===== config.mk =====
export PLATFORM = sky130hd
export DESIGN_NAME = line_encoder_dual
export DESIGN_NICKNAME = d
export VERILOG_FILES = /design/src/rtl/enc_pkg.sv /design/src/rtl/enc_phase.sv /design/src/rtl/enc_fm0_state.sv /design/src/rtl/enc_manch.sv /design/src/rtl/line_encoder_dual.sv
export SDC_FILE = /design/constraint.sdc
export NUM_CORES = 1
export LEC_CHECK = 0
export ABC_CLOCK_PERIOD_IN_PS = 1400
export CAP_MARGIN = 20
export CORE_AREA = 2 2 39 41
export DETAILED_ROUTE_END_ITERATION = 10
export DIE_AREA = 0 0 41 43
export PLACE_DENSITY_LB_ADDON = 0.25
export SLEW_MARGIN = 0
export SYNTH_ARGS = -nofsm -noshare
export SYNTH_HDL_FRONTEND = slang
export SYNTH_HIERARCHICAL = 1
export SYNTH_SLANG_ARGS = --single-unit
export TNS_END_PERCENT = 20

===== constraint.sdc =====
create_clock -name clk -period 1.4 [get_ports clk]
set_clock_uncertainty 0.1 [all_clocks]
set_input_delay 0.28 -clock clk [delete_from_list [all_inputs] [get_ports clk]]
set_output_delay 0.28 -clock clk [all_outputs]
set_load 0.02 [all_outputs]

===== src/rtl/enc_pkg.sv =====
package enc_pkg;
  typedef enum logic {
    MODE_FM0   = 1'b0,
    MODE_MANCH = 1'b1
  } line_mode_e;
endpackage


===== src/rtl/enc_phase.sv =====
module enc_phase (
  input  logic clk,
  input  logic rst,
  output logic bit_start
);
  logic half_q;

  always_ff @(posedge clk) begin
    if (rst) half_q <= 1'b0;
    else     half_q <= ~half_q;
  end

  assign bit_start = ~half_q;
endmodule


===== src/rtl/enc_fm0_state.sv =====
module enc_fm0_state #(
  parameter logic INIT_LEVEL = 1'b1
) (
  input  logic clk,
  input  logic rst,
  input  logic step,
  input  logic bit_in,
  input  logic next_level,
  output logic lvl_a,
  output logic lvl_b
);
  logic last_q;

  // first half always opposes the last driven level; second half keeps or flips
  assign lvl_a = ~last_q;
  assign lvl_b = bit_in ^ last_q;

  always_ff @(posedge clk) begin
    if (rst)       last_q <= INIT_LEVEL;
    else if (step) last_q <= next_level;
  end
endmodule


===== src/rtl/enc_manch.sv =====
module enc_manch (
  input  logic bit_in,
  output logic lvl_a,
  output logic lvl_b
);
  assign lvl_a = bit_in;
  assign lvl_b = ~bit_in;
endmodule


===== src/rtl/line_encoder_dual.sv =====
module line_encoder_dual
  import enc_pkg::*;
#(
  parameter logic INIT_LEVEL = 1'b1,
  parameter logic IDLE_BIT   = 1'b0
) (
  input  logic clk,
  input  logic rst,
  input  logic in_valid,
  input  logic in_data,
  input  logic in_mode,
  output logic in_ready,
  output logic line_out,
  output logic line_first
);
  logic       bit_start;
  logic       bit_eff;
  logic       fm0_a, fm0_b, man_a, man_b;
  logic       sel_a, sel_b;
  line_mode_e mode_in;
  line_mode_e mode_q;
  logic       bit_q, second_q, line_q, first_q;

  enc_phase u_phase (.clk(clk), .rst(rst), .bit_start(bit_start));

  assign bit_eff = in_valid ? in_data : IDLE_BIT;
  assign mode_in = line_mode_e'(in_mode);

  enc_manch u_manch (.bit_in(bit_eff), .lvl_a(man_a), .lvl_b(man_b));

  assign sel_a = (mode_in == MODE_MANCH) ? man_a : fm0_a;
  assign sel_b = (mode_in == MODE_MANCH) ? man_b : fm0_b;

  enc_fm0_state #(.INIT_LEVEL(INIT_LEVEL)) u_fm0 (
    .clk(clk), .rst(rst), .step(bit_start), .bit_in(bit_eff),
    .next_level(sel_b), .lvl_a(fm0_a), .lvl_b(fm0_b)
  );

  always_ff @(posedge clk) begin
    if (rst) begin
      line_q   <= INIT_LEVEL;
      second_q <= INIT_LEVEL;
      first_q  <= 1'b0;
      bit_q    <= 1'b0;
      mode_q   <= MODE_FM0;
    end else if (bit_start) begin
      line_q   <= sel_a;
      second_q <= sel_b;
      first_q  <= 1'b1;
      bit_q    <= bit_eff;
      mode_q   <= mode_in;
    end else begin
      line_q   <= second_q;
      first_q  <= 1'b0;
    end
  end

  assign in_ready   = bit_start;
  assign line_out   = line_q;
  assign line_first = first_q;

  p_first_not_ready_r8: assert property (@(posedge clk) disable iff (rst)
    first_q |-> !bit_start);

  p_fm0_boundary_r5: assert property (@(posedge clk) disable iff (rst)
    (first_q && mode_q == MODE_FM0) |-> (line_q != $past(line_q)));

  p_fm0_zero_mid_r3: assert property (@(posedge clk) disable iff (rst)
    (!first_q && $past(first_q) && mode_q == MODE_FM0 && !bit_q) |-> (line_q != $past(line_q)));

  p_fm0_one_mid_r4: assert property (@(posedge clk) disable iff (rst)
    (!first_q && $past(first_q) && mode_q == MODE_FM0 && bit_q) |-> (line_q == $past(line_q)));

  p_manch_mid_r6: assert property (@(posedge clk) disable iff (rst)
    (!first_q && $past(first_q) && mode_q == MODE_MANCH) |-> (line_q == !bit_q && $past(line_q) == bit_q));

  p_mode_hold_r7: assert property (@(posedge clk) disable iff (rst)
    !first_q |-> $stable(mode_q));
endmodule


# ---- Yosys cells after proc, flatten, opt, wreduce, memory -nomap -nowiden
# Cells that the tools add are included.
dict set report word_totals {
  ff_bits 4
  input_bits 5
  out_inout_bits 3
  wordCells 13
}
dict set report classes {
  n_mux 5
  bitwise_logic 4
}
# cell n
set op_table {}
lappend op_table {{two-way mux 1 bit} 5}
lappend op_table {{inverter 1 bit} 3}
lappend op_table {{XOR 1 bit} 1}

# ---- Logic depth before layout (Yosys ltp)
# Gate-level depths: netlist of the first run.
dict set report depth {
  word_depth 3
  ltp_mapped 6
  mapped_depth_nobuf 6
}

# ---- Cells and area by module
# The synthesis of the first run kept the hierarchy.
# mod n_inst cells_each area_each_um2 seq_area_each_um2
set by_module_without_submodules {}
lappend by_module_without_submodules {line_encoder_dual 1 11 115.1 60.1}
lappend by_module_without_submodules {enc_fm0_state 1 6 52.6 20.0}
lappend by_module_without_submodules {enc_phase 1 3 27.5 20.0}
lappend by_module_without_submodules {enc_manch 1 2 11.3 0.0}

# ---- Worst setup path before layout of the first run
# OpenSTA, ideal clock, no wires.
dict set report synth_timing {
  path_type {in2reg}
  start {input in_valid}
  end {register u_fm0.last_q}
  setup_ns 0.124
  arrival_time_ns 0.905
  required_ns 1.176
  path_slack_ns 0.272
  cell_stages 6
  path_buffers 0
  path_cell_list {and2_1 -> xor2_1 -> mux2i_1 -> inv_1 -> nand2_1 -> o211ai_2}
}
dict set report synth_via {
  elab_chain_cells 3
  elab_cells_between_ends 4
  classes_between {2 x mux; 2 x bitwise}
}
# item line
set synth_rtl {}
lappend synth_rtl {{start: declaration} line_encoder_dual.sv:9} ;# input logic in_valid,
lappend synth_rtl {{two-way mux 1 bit} line_encoder_dual.sv:26} ;# assign bit_eff = in_valid ? in_data : IDLE_BIT;
lappend synth_rtl {{XOR 1 bit} enc_fm0_state.sv:16} ;# assign lvl_b = bit_in ^ last_q;
lappend synth_rtl {{net fm0_b} line_encoder_dual.sv:18} ;# logic fm0_a, fm0_b, man_a, man_b;
lappend synth_rtl {{two-way mux 1 bit} line_encoder_dual.sv:32} ;# assign sel_b = (mode_in == MODE_MANCH) ? man_b : fm0_b;
lappend synth_rtl {{net sel_b} line_encoder_dual.sv:19} ;# logic sel_a, sel_b;
lappend synth_rtl {{end signal: assignment} enc_fm0_state.sv:20} ;# else if (step) last_q <= next_level;
lappend synth_rtl {{end: declaration} enc_fm0_state.sv:12} ;# logic last_q;
# The timed path passes the listed nets, and every way through them passes these cells.
# A chain may end at the register's enable or synchronous reset.

# ---- Final worst setup path of the first run
dict set report layout_timing {
  start {input in_valid}
  end {register u_fm0.last_q}
}
dict set report layout_via {
  elab_chain_cells 3
  elab_cells_between_ends 4
  classes_between {2 x mux; 2 x bitwise}
}
# item line
set layout_rtl {}
lappend layout_rtl {{two-way mux 1 bit} line_encoder_dual.sv:26}
lappend layout_rtl {{net bit_eff} line_encoder_dual.sv:17} ;# logic bit_eff;
lappend layout_rtl {{XOR 1 bit} enc_fm0_state.sv:16}
lappend layout_rtl {{net fm0_b} line_encoder_dual.sv:18}
lappend layout_rtl {{two-way mux 1 bit} line_encoder_dual.sv:32}
lappend layout_rtl {{net sel_b} line_encoder_dual.sv:19}
# The timed path passes the listed nets, and every way through them passes these cells.

==> impl_metrics.xml, run 1 <==
<?xml version="1.0" encoding="UTF-8"?>
<metrics>
  <group name="yosys">
    <metric name="synth_compound_gate_area_share" unit="%">10.9</metric>
    <metric name="synth_xor_xnor_area_share" unit="%">4.24</metric>
    <metric name="count_of_flip_flops_with_a_built_in_enable_after_synthesis" unit="">0</metric>
    <metric name="avgSynthCellArea" unit="µm²">9.38</metric>
    <metric name="syn-instance-count" unit="">22</metric>
    <metric name="sequential_share_of_the_synthesized_area" unit="%">48.5</metric>
    <metric name="mappedNetlistArea" unit="µm²">206</metric>
    <metric name="synth-warning-count" unit="">6</metric>
    <metric name="yosys_register_bits" unit="">5</metric>
    <metric name="main_combinational_cell_family_by_area_after_synthesis" unit="">simple AND/OR/NAND/NOR gates</metric>
    <metric name="postSynth.asyncResetShare" unit="%">0</metric>
    <metric name="synth_nets" unit="">27</metric>
    <metric name="yosys.area.top_type_share" unit="%">48.5</metric>
    <metric name="yosysUniqueCellTypes" unit="">13</metric>
    <metric name="yosys-top-cells-area" unit="">sky130_fd_sc_hd__dfxtp_1, sky130_fd_sc_hd__mux2i_1, sky130_fd_sc_hd__inv_1, sky130_fd_sc_hd__o211ai_2, sky130_fd_sc_hd__a21oi_1</metric>
    <metric name="yosys_most_used_dff" unit="">sky130_fd_sc_hd__dfxtp_1</metric>
    <metric name="yosys.cell_count.top_type" unit="">sky130_fd_sc_hd__dfxtp_1</metric>
    <metric name="yosys.area.top_type" unit="">sky130_fd_sc_hd__dfxtp_1</metric>
    <metric name="synth-simple-area-share" unit="%">13.9</metric>
    <metric name="synth-adder-area-share" unit="%">0</metric>
    <metric name="synth.mux.area_fraction" unit="%">9.70</metric>
    <metric name="netlist_top_cells_count" unit="">sky130_fd_sc_hd__dfxtp_1, sky130_fd_sc_hd__inv_1, sky130_fd_sc_hd__a21oi_1, sky130_fd_sc_hd__mux2i_1</metric>
  </group>
  <group name="grt">
    <metric name="antenna_violations_before_repair" unit="">0</metric>
    <metric name="groute.usage.overall" unit="%">5.24</metric>
    <metric name="pin_count_of_the_biggest_net_entering_global_routing" unit="">5</metric>
    <metric name="grt_total_ovfl" unit="">0</metric>
    <metric name="first_pass_grt_wire_length" unit="µm">524</metric>
    <metric name="first_global_vias" unit="">143</metric>
  </group>
  <group name="pwr">
    <metric name="vdd_drop_max" unit="mV">0.341</metric>
    <metric name="power_density" unit="nW/µm²">1200</metric>
    <metric name="static_leakage" unit="nW">0.163</metric>
    <metric name="report.power.total" unit="mW">0.399</metric>
  </group>
  <group name="timing">
    <metric name="finalCritPeriodShare" unit="%">94.9</metric>
    <metric name="slew_worst_pin" unit="ns">0.205</metric>
    <metric name="setup_total_negative_slack" unit="ns">0</metric>
    <metric name="max_freq" unit="MHz">753</metric>
    <metric name="report.final.slew_viol_count" unit="">0</metric>
    <metric name="worst_slew_margin_rel" unit="%">85.9</metric>
    <metric name="finalHoldWorstSlack" unit="ns">0.315</metric>
    <metric name="setup_viol" unit="">0</metric>
    <metric name="report.final.hold_viol_count" unit="">0</metric>
    <metric name="min_period" unit="ns">1.33</metric>
    <metric name="setup_slack" unit="ns">0.0719</metric>
  </group>
  <group name="cells_and_area">
    <metric name="layoutNonFillerInstCount" unit="">50</metric>
    <metric name="layout-drive-gt1-share" unit="%">26.5</metric>
    <metric name="nFillCells" unit="">156</metric>
    <metric name="fin_area" unit="µm²">332</metric>
    <metric name="area_delta_synth_final" unit="%">60.6</metric>
    <metric name="fin_nets" unit="">40</metric>
    <metric name="final_core_utilization" unit="%">24.0</metric>
    <metric name="antennaDiodeCount" unit="">0</metric>
  </group>
  <group name="place">
    <metric name="post_dp_cell_area" unit="µm²">297</metric>
    <metric name="gpl.final_weighted_congestion" unit="">0.747</metric>
    <metric name="port-buffer-count" unit="">7</metric>
    <metric name="post-place-cells" unit="">45</metric>
    <metric name="place_ws" unit="ns">-0.204</metric>
    <metric name="dp.final_hpwl" unit="µm">264</metric>
  </group>
  <group name="critical_path">
    <metric name="critPathSlowestCell" unit="">sky130_fd_sc_hd__clkdlybuf4s50_1</metric>
    <metric name="path_cells" unit="">clkdlybuf4s50_1 -&gt; and2_4 -&gt; xor2_1 -&gt; mux2i_1 -&gt; inv_1 -&gt; nand2_1 -&gt; o211ai_2</metric>
    <metric name="critical_path.max_fanout" unit="">3</metric>
    <metric name="setup.worst_path.end_class" unit="">flip-flop</metric>
    <metric name="r2r.worst_path.cells" unit="">5</metric>
    <metric name="startpoint_type" unit="">input port</metric>
    <metric name="critPathArrivalTime" unit="ns">1.36</metric>
    <metric name="critical_path.max_stage_delay" unit="ns">0.40</metric>
    <metric name="crit_type" unit="">in -&gt; reg</metric>
    <metric name="worst_ep_required_time" unit="ns">1.43</metric>
  </group>
  <group name="route">
    <metric name="detailroute.via_count" unit="">173</metric>
    <metric name="detail_route.drc_violations" unit="">0</metric>
    <metric name="wl_per_cell" unit="µm">7.82</metric>
    <metric name="drt_wl_total" unit="µm">391</metric>
    <metric name="drt_first_pass_iters" unit="">4</metric>
    <metric name="drt_iter0_markers" unit="">1</metric>
    <metric name="routed_via_density" unit="">3.46</metric>
    <metric name="antenna_left" unit="">0</metric>
  </group>
  <group name="min_path">
    <metric name="number_of_cells_on_the_worst_hold_path" unit="">1</metric>
    <metric name="hold_path_class" unit="">reg -&gt; reg</metric>
  </group>
  <group name="clock_network">
    <metric name="numCtsBuffers" unit="">3</metric>
    <metric name="ctsHtreeMaxLevel" unit="">1</metric>
    <metric name="clock_slew_at_reported_path_ffs" unit="ns">0.05</metric>
    <metric name="cts_tree" unit="">done</metric>
    <metric name="clock-sinks" unit="">5</metric>
    <metric name="max-clock-path-buffers" unit="">2</metric>
    <metric name="clock_insertion_delay_at_the_later_pin_of_the_skew_report" unit="ns">0.24</metric>
    <metric name="cts_root_buf" unit="">sky130_fd_sc_hd__clkbuf_4</metric>
  </group>
  <group name="floorplan">
    <metric name="boundaryPins" unit="">8</metric>
    <metric name="floorplan.die.width" unit="µm">41</metric>
    <metric name="coreArea" unit="µm²">1380</metric>
    <metric name="initial_utilization" unit="%">14.9</metric>
    <metric name="dieArea" unit="µm²">1760</metric>
    <metric name="num_rows" unit="">14</metric>
    <metric name="die_y" unit="µm">43</metric>
  </group>
  <group name="status">
    <metric name="outcome" unit="">finished clean</metric>
  </group>
  <group name="run">
    <metric name="maxCapViolCount" unit="">0</metric>
  </group>
</metrics>
flip-flops by register name, indices dropped and copies added, names as in the netlist:
signal          flops
u_phase/half_q      1
u_fm0/last_q        1
line_out            1
line_first          1
second_q            1
critical path: cells and delay by family:
family	cells	cell delay [ns]
muxes	1	0.19
buffers and inverters	2	0.46
xor gates and xnor gates	1	0.14
AOI/OAI and AO/OA	1	0.06
and+or+nand+nor	2	0.23
report_power, final:
part	switching, mW	internal [mW]
sequential	0.00424	0.155
combinational	0.0320	0.0375
clock	0.0631	0.108
total	0.0993	0.300
worst paths after layout:
path / from / endpoint / slack [ns]
worst max register to register: u_fm0/last_q$_SDFFE_PP1P_ / u_fm0/last_q$_SDFFE_PP1P_ / 0.32
worst min-delay path: u_phase/half_q$_SDFF_PP0_ / u_phase/half_q$_SDFF_PP0_ / 0.31
worst min register to register: u_phase/half_q$_SDFF_PP0_ / u_phase/half_q$_SDFF_PP0_ / 0.31
worst max-delay path: in_valid / u_fm0/last_q$_SDFFE_PP1P_ / 0.07
routing by layer:
metal	vias to the layer above	GRT usage [%]	share of wire (%)	wire, µm
met1	72	5.52	42	166
met4	0	8.00	4.1	16
li1	91	-	-	-
met2	8	5.31	43	170
met3	2	3.14	9.7	38
met5	-	0	0	0
layout by cell type (no fill, tap or decap), drive strengths merged:
master	instances
and2	1
dfxtp	5
clkbuf	4
mux2i	2
clkdlybuf4s50	3
inv	5
nand2	1
dlymetal6s2s	1
xor2	1
a21oi	2
dlygate4sd2	3
o211ai	1
buf	2
nor3	1
nor2	1
and2b	1
timing repair:
action / CTS / global route
setup buffers: 0 / 1
pin swaps: 0 / 2
setup endpoints to repair: 3 / 1
resized for setup: 3 / 2
hold buffers: 0 / 0
final cells by class:
type / count / area (µm²) / area share, %
inverters: 5 / 18.8 / 5.66
clock buffers: 4 / 26.3 / 7.92
multi-input cells: 11 / 82.6 / 24.9
repair buffers: 9 / 83.8 / 25.3
flip-flops and latches: 5 / 100 / 30.2
well taps: 16 / 20.0 / 6.04
kinds of logic (layout without fill, tap and decap cells):
kind of cell | after synthesis | in the layout
XOR/XNOR | 1 | 1
AO/OA/AOI/OAI | 3 | 3
flip-flops | 5 | 5
AND/OR/NAND/NOR | 5 | 5
buffers and inverters | 6 | 18
multiplexers | 2 | 2
No activity file was read; power rests on OpenSTA's default activity.
==> run 2: changes to the inputs <==
Settings changed: CTS_CLUSTER_SIZE from default to 14.
==> results of run 2 <==
Final layout, timing and power as in run 1 (identical DEF).
